[config.mk]
export PLATFORM = sky130hd
export DESIGN_NAME = exc_vector_ctrl
export DESIGN_NICKNAME = d
export VERILOG_FILES = /design/src/rtl/exc_pkg.sv /design/src/rtl/exc_select.sv /design/src/rtl/exc_ctx_calc.sv /design/src/rtl/exc_vector_ctrl.sv
export SDC_FILE = /design/constraint.sdc
export NUM_CORES = 1
export LEC_CHECK = 0
export BUFFER_PORTS_ARGS = -buffer_cell sky130_fd_sc_hd__buf_4
export CAP_MARGIN = 20
export CORE_AREA = 2 2 132 134
export DETAILED_ROUTE_END_ITERATION = 8
export DIE_AREA = 0 0 134 136
export PLACE_DENSITY_LB_ADDON = 0.2
export SYNTH_ARGS = -nofsm -noshare
export SYNTH_HDL_FRONTEND = slang
export SYNTH_SLANG_ARGS = --single-unit
[constraint.sdc]
create_clock -name clk -period 6.05 [get_ports clk]
set_input_delay 0.9075 -clock clk [delete_from_list [all_inputs] [get_ports clk]]
set_output_delay 0.9075 -clock clk [all_outputs]
set_load 0.1 [all_outputs]
[src/rtl/exc_pkg.sv]
package exc_pkg;
  localparam int unsigned XW       = 32;
  localparam int unsigned NUM_EXC  = 10;
  localparam int unsigned NUM_SYNC = 7;

  localparam int unsigned E_ISI  = 0;
  localparam int unsigned E_PROG = 1;
  localparam int unsigned E_SC   = 2;
  localparam int unsigned E_FPU  = 3;
  localparam int unsigned E_MCHK = 4;
  localparam int unsigned E_DSI  = 5;
  localparam int unsigned E_ALGN = 6;
  localparam int unsigned E_EXT  = 7;
  localparam int unsigned E_PERF = 8;
  localparam int unsigned E_DEC  = 9;

  localparam int unsigned MSR_LE  = 0;
  localparam int unsigned MSR_EE  = 15;
  localparam int unsigned MSR_ILE = 16;

  localparam logic [XW-1:0] SAVE_KEEP = 32'h87C0_FFFF;
  localparam logic [XW-1:0] MSR_DROP  = 32'h0004_EF36;
  localparam logic [XW-1:0] ISI_MARK  = 32'h4000_0000;

  function automatic logic [XW-1:0] handler_addr(input int unsigned idx);
    case (idx)
      E_ISI:   return 32'h0000_0400;
      E_PROG:  return 32'h0000_0700;
      E_SC:    return 32'h0000_0C00;
      E_FPU:   return 32'h0000_0800;
      E_DSI:   return 32'h0000_0300;
      E_ALGN:  return 32'h0000_0600;
      E_EXT:   return 32'h0000_0500;
      E_PERF:  return 32'h0000_0F00;
      E_DEC:   return 32'h0000_0900;
      default: return '0;
    endcase
  endfunction

  function automatic logic resume_after(input int unsigned idx);
    return (idx == E_ISI) || (idx == E_SC) || (idx >= E_EXT);
  endfunction
endpackage

[src/rtl/exc_select.sv]
module exc_select
  import exc_pkg::*;
(
  input  logic [NUM_EXC-1:0] pend,
  input  logic               ee,
  input  logic               take,
  output logic [NUM_EXC-1:0] grant,
  output logic               vec_take,
  output logic               cancel,
  output logic [XW-1:0]      vector,
  output logic               use_next
);
  logic found;

  always_comb begin
    grant = '0;
    found = 1'b0;
    for (int unsigned i = 0; i < NUM_SYNC; i++) begin
      if (!found && pend[i]) begin
        grant[i] = 1'b1;
        found    = 1'b1;
      end
    end
    for (int unsigned i = NUM_SYNC; i < NUM_EXC; i++) begin
      if (!found && ee && pend[i]) begin
        grant[i] = 1'b1;
        found    = 1'b1;
      end
    end
  end

  always_comb begin
    vector   = '0;
    use_next = 1'b0;
    for (int unsigned i = 0; i < NUM_EXC; i++) begin
      if (grant[i]) begin
        vector   = vector | handler_addr(i);
        use_next = use_next | resume_after(i);
      end
    end
  end

  assign cancel   = take && grant[E_MCHK];
  assign vec_take = take && (|grant) && !grant[E_MCHK];
endmodule

[src/rtl/exc_ctx_calc.sv]
module exc_ctx_calc
  import exc_pkg::*;
(
  input  logic [XW-1:0] msr,
  input  logic [XW-1:0] srr1_cur,
  input  logic [XW-1:0] pc,
  input  logic [XW-1:0] npc,
  input  logic          is_isi,
  input  logic          is_prog,
  input  logic          use_next,
  output logic [XW-1:0] msr_new,
  output logic [XW-1:0] srr0_new,
  output logic [XW-1:0] srr1_new
);
  logic [XW-1:0] kept;
  logic [XW-1:0] msr_le;

  always_comb begin
    kept = msr & SAVE_KEEP;
    if (is_isi)       srr1_new = kept | ISI_MARK;
    else if (is_prog) srr1_new = srr1_cur | kept;
    else              srr1_new = kept;

    srr0_new = use_next ? npc : pc;

    msr_le         = msr;
    msr_le[MSR_LE] = msr[MSR_ILE];
    msr_new        = msr_le & ~MSR_DROP;
  end
endmodule

[src/rtl/exc_vector_ctrl.sv]
module exc_vector_ctrl
  import exc_pkg::*;
(
  input  logic                clk,
  input  logic                rst_n,
  input  logic                take_i,
  input  logic [NUM_EXC-1:0]  raise_i,
  input  logic                state_ld_i,
  input  logic [XW-1:0]       ld_pc_i,
  input  logic [XW-1:0]       ld_npc_i,
  input  logic [XW-1:0]       ld_msr_i,
  input  logic [XW-1:0]       ld_srr1_i,
  output logic                taken_o,
  output logic [XW-1:0]       vector_o,
  output logic [NUM_EXC-1:0]  pending_o,
  output logic [XW-1:0]       pc_o,
  output logic [XW-1:0]       npc_o,
  output logic [XW-1:0]       msr_o,
  output logic [XW-1:0]       srr0_o,
  output logic [XW-1:0]       srr1_o
);
  logic [1:0] rst_sync;
  logic       rst_int_n;

  always_ff @(posedge clk or negedge rst_n) begin
    if (!rst_n) rst_sync <= 2'b00;
    else        rst_sync <= {rst_sync[0], 1'b1};
  end
  assign rst_int_n = rst_sync[1];

  logic [NUM_EXC-1:0] pend_q, pend_d, clr_mask;
  logic [XW-1:0] pc_q, pc_d, npc_q, npc_d, msr_q, msr_d;
  logic [XW-1:0] srr0_q, srr0_d, srr1_q, srr1_d;

  logic [NUM_EXC-1:0] grant_w;
  logic               vec_take, cancel, use_next;
  logic [XW-1:0]      vector;
  logic [XW-1:0]      msr_new, srr0_new, srr1_new;

  exc_select u_sel (
    .pend     (pend_q),
    .ee       (msr_q[MSR_EE]),
    .take     (take_i),
    .grant    (grant_w),
    .vec_take (vec_take),
    .cancel   (cancel),
    .vector   (vector),
    .use_next (use_next)
  );

  exc_ctx_calc u_ctx (
    .msr      (msr_q),
    .srr1_cur (srr1_q),
    .pc       (pc_q),
    .npc      (npc_q),
    .is_isi   (grant_w[E_ISI]),
    .is_prog  (grant_w[E_PROG]),
    .use_next (use_next),
    .msr_new  (msr_new),
    .srr0_new (srr0_new),
    .srr1_new (srr1_new)
  );

  always_comb begin
    clr_mask = '0;
    if (vec_take) clr_mask = grant_w;
    if (cancel) begin
      clr_mask[E_MCHK] = 1'b1;
      clr_mask[E_DSI]  = 1'b1;
    end
    pend_d = (pend_q & ~clr_mask) | raise_i;

    pc_d   = pc_q;
    npc_d  = npc_q;
    msr_d  = msr_q;
    srr0_d = srr0_q;
    srr1_d = srr1_q;
    if (vec_take) begin
      pc_d   = vector;
      npc_d  = vector;
      msr_d  = msr_new;
      srr0_d = srr0_new;
      srr1_d = srr1_new;
    end else if (state_ld_i) begin
      pc_d   = ld_pc_i;
      npc_d  = ld_npc_i;
      msr_d  = ld_msr_i;
      srr1_d = ld_srr1_i;
    end
  end

  always_ff @(posedge clk or negedge rst_int_n) begin
    if (!rst_int_n) begin
      pend_q <= '0;
      pc_q   <= '0;
      npc_q  <= '0;
      msr_q  <= '0;
      srr0_q <= '0;
      srr1_q <= '0;
    end else begin
      pend_q <= pend_d;
      if (vec_take || state_ld_i) begin
        pc_q  <= pc_d;
        npc_q <= npc_d;
        msr_q <= msr_d;
        srr1_q <= srr1_d;
      end
      if (vec_take) srr0_q <= srr0_d;
    end
  end

  assign taken_o   = vec_take;
  assign vector_o  = vector;
  assign pending_o = pend_q;
  assign pc_o      = pc_q;
  assign npc_o     = npc_q;
  assign msr_o     = msr_q;
  assign srr0_o    = srr0_q;
  assign srr1_o    = srr1_q;
endmodule

==> impl_metrics.toml <==
[floorplan]
rows = 48
design.die.area_sq_um = 18200
floorplan.io_pins = 345
core_area_sq_um = 16900
dieHeight_um = 136
floorplan.die.width_um = 134
initial_core_util_pct = 44.1

[logic_synthesis]
ys_seq_elements = 172
synth_seq_area_share_pct = 57.8
ys_types = 37
yosysTopAreaCell = "sky130_fd_sc_hd__dfrtp_1"
count_of_flip_flops_with_a_built_in_enable_after_synthesis = 0
synth_most_common_cell = "sky130_fd_sc_hd__dfrtp_1"
synth_async_sr_flop_share_pct = 100
synth.top_cells.by_area = "sky130_fd_sc_hd__dfrtp_1 (58%), sky130_fd_sc_hd__mux2i_1 (15%), sky130_fd_sc_hd__nor2_1 (4.0%)"
synth_commonest_cells = "sky130_fd_sc_hd__dfrtp_1 (172), sky130_fd_sc_hd__mux2i_1 (110), sky130_fd_sc_hd__nor2_1 (80)"
yosys_warnings = 0
postSynth.topFlopCell = "sky130_fd_sc_hd__dfrtp_1"
synth_largest_type_area_fraction_pct = 57.8
average_size_of_a_mapped_cell_sq_um = 11.8
synth.cell_area_sq_um = 7450
synthesis.instances = 632

[place]
gp_routability_congestion = 0.826
numPortBuffers = 316
cell_count_post_placement = 1135
dp_hpwl_um = 14600

[cts]
htree_num_levels = 4
cts-buffers-inserted = 17
cts_max_path_buffers = 2
clock_sink_count = 172
clk_root_buffer_cell = "sky130_fd_sc_hd__clkbuf_16"
post_cts.repair.setup_buffers = 0
clk_latency_ns = 0.43
cts-resized-gates = 0
cts.hold.buffers_added = 0
cts_tree = "done"
clk_pin_slew_ns = 0.06

[power_and_ir_drop]
power.net_switching_w = 0.00156
power.total_w = 0.00378
leakage_nw = 5.40
max-vdd-ir-drop_uv = 195
p_clk_share_pct = 30.5
power-per-cell-area_nw_per_um2 = 361
seqPwrFrac_pct = 35.3
swShare_pct = 41.2
intPower_w = 0.00222
power.combinational.fraction_pct = 34.3

[timing]
max_freq_mhz = 290
tightest_slew_ns = 0.932
slew-limit-headroom_pct = 37.9
setup_violations = 0
slew_viol_final = 0
finalClockSkew_ns = 0.0119
finalCritPeriodShare_pct = 57.1
rsz0062_at_grt = "false"
setup_tns_ns = 0
timing_hold_violations_final = 0
timing.final.crit_period_ns = 3.45
fin_worst_hold_slack_ns = 0.260

[finish]
fin_nets = 1071
insertedDiodeCount = 0
drive_above_1_share_pct = 39.6
final_cells = 1166
flow.area_growth_from_synthesis_pct = 40.5
post_layout_utilization_of_the_core_pct = 62.0

[flow_run]
count_of_max_cap_constraint_violations = 0

[drt]
drt-pass1-iter-count = 4
via_per_inst = 5.05
initialDrtViolationCount = 262
wirelength_um = 20500
route.detailed.drc = 0
avgRoutedWirePerCell_um = 17.6
num_vias = 5886
detail-route-antenna-nets = 0

[grt]
pin_count_of_the_biggest_net_entering_global_routing = 101
grt_util_all_layers_pct = 22.1
grt_first_pass_wirelength_um = 30900
globalRoute.totalOverflow = 0
grt_pass1_vias = 5685
antenna_found_initial = 0

[setup_path]
cp-end-kind = "output pin"
cp_max_fo = 7
timing_worst_setup_path_type = "flop to output pin"
category_of_the_worst_setup_path_launch_point = "flop"
arrival_ns = 2.55
worst-endpoint-required_ns = 5.14

[status]
run_status = "complete, no violations"

[min_path]
worst_hold_path_type = "primary input to asynchronous set/reset pin"
## through the flow
step / worst slack (ns) / area [sq um]
6_report: 2.60 / 10500
5_1_grt: 2.42 / 10500
4_1_cts: 2.51 / 10500
3_5_place_dp: 2.98 / 9840
3_3_place_gp: 3.01 / 9840
2_1_floorplan: 0.902 / 7550
## metal layers
metal | routed length, um | GRT usage, % | up-vias
li1 | - | - | 2743
met4 | 359 | 6.86 | 0
met1 | 8460 | 28.3 | 2893
met2 | 10200 | 36.2 | 228
met3 | 1500 | 6.56 | 22
met5 | 0 | 0 | -
## path summary, 6_finish.rpt
kind / start / to / slack (ns) / depth (start not counted)
worst max-delay path: pending_o[2] / vector_o[11] / 2.60 / 4
worst min-delay path: rst_n / rst_sync[1] / 0.26 / 1
worst max register to register: pending_o[7] / msr_o[22] / 3.34 / 8
worst min register to register: rst_sync[0] / rst_sync[1] / 0.36 / 0
max in group asynchronous: rst_sync[1] / srr0_o[3] / 4.29 / 1
min in group clk: rst_sync[0] / rst_sync[1] / 0.36 / 0
## flip-flops by register name, indices dropped and copies added, names as in the netlist
| register | cells |
|---|---|
| msr_o | 32 |
| npc_o | 32 |
| pc_o | 32 |
| pending_o | 10 |
| rst_sync | 2 |
| srr0_o | 32 |
| srr1_o | 32 |
## cell type report
cell class,instances,area [sq um]
Clock buffer,18,429
Clock inverter,13,189
Fill cell,1457,6410
Inverter,4,16.3
Multi-Input combinational cell,410,2810
Sequential cell,172,4310
Tap cell,225,282
Timing Repair Buffer,324,2430
## cell families (layout without fill, tap and decap cells)
family | count (synthesis) | count (layout) | synth area share, %
mux | 130 | 130 | 17.9
compound gates | 96 | 96 | 9.21
simple gates | 155 | 155 | 9.10
other cells | 2 | 29 | 0.101
buf+inv | 77 | 359 | 5.95
flops | 172 | 172 | 57.8
## layout by cell type, fill, tap and decap left out, types with 12 or more instances in the layout
cell type	synthesis	final
sky130_fd_sc_hd__dfrtp_1	172	171
sky130_fd_sc_hd__a21oi_1	12	12
sky130_fd_sc_hd__buf_4	30	324
sky130_fd_sc_hd__conb_1	2	29
sky130_fd_sc_hd__nor2_1	80	79
sky130_fd_sc_hd__nand2_1	42	42
sky130_fd_sc_hd__clkbuf_16	0	17
sky130_fd_sc_hd__a221o_1	23	23
sky130_fd_sc_hd__o21ai_0	30	30
sky130_fd_sc_hd__mux2i_1	110	110
sky130_fd_sc_hd__and3_1	22	22
## power by group through the flow
stage / combinational, W / sequential, W / clock, W
final: 0.00129 / 0.00133 / 0.00115
after global routing: 0.00134 / 0.00135 / 0.00122
after CTS: 0.00130 / 0.00133 / 0.00117
after detailed placement: 0.00130 / 0.00135 / 0
after global placement: 0.00129 / 0.00135 / 0
after floorplan: 0.000286 / 0.00207 / 0
## critical path: stages (launching register included)
cell and delay (ns):
sky130_fd_sc_hd__dfrtp_1 0.46, sky130_fd_sc_hd__nor4_2 0.44, sky130_fd_sc_hd__nand4b_1 0.26, sky130_fd_sc_hd__o31ai_1 0.57, sky130_fd_sc_hd__buf_4 0.39
No activity file was read; power rests on OpenSTA's default activity.
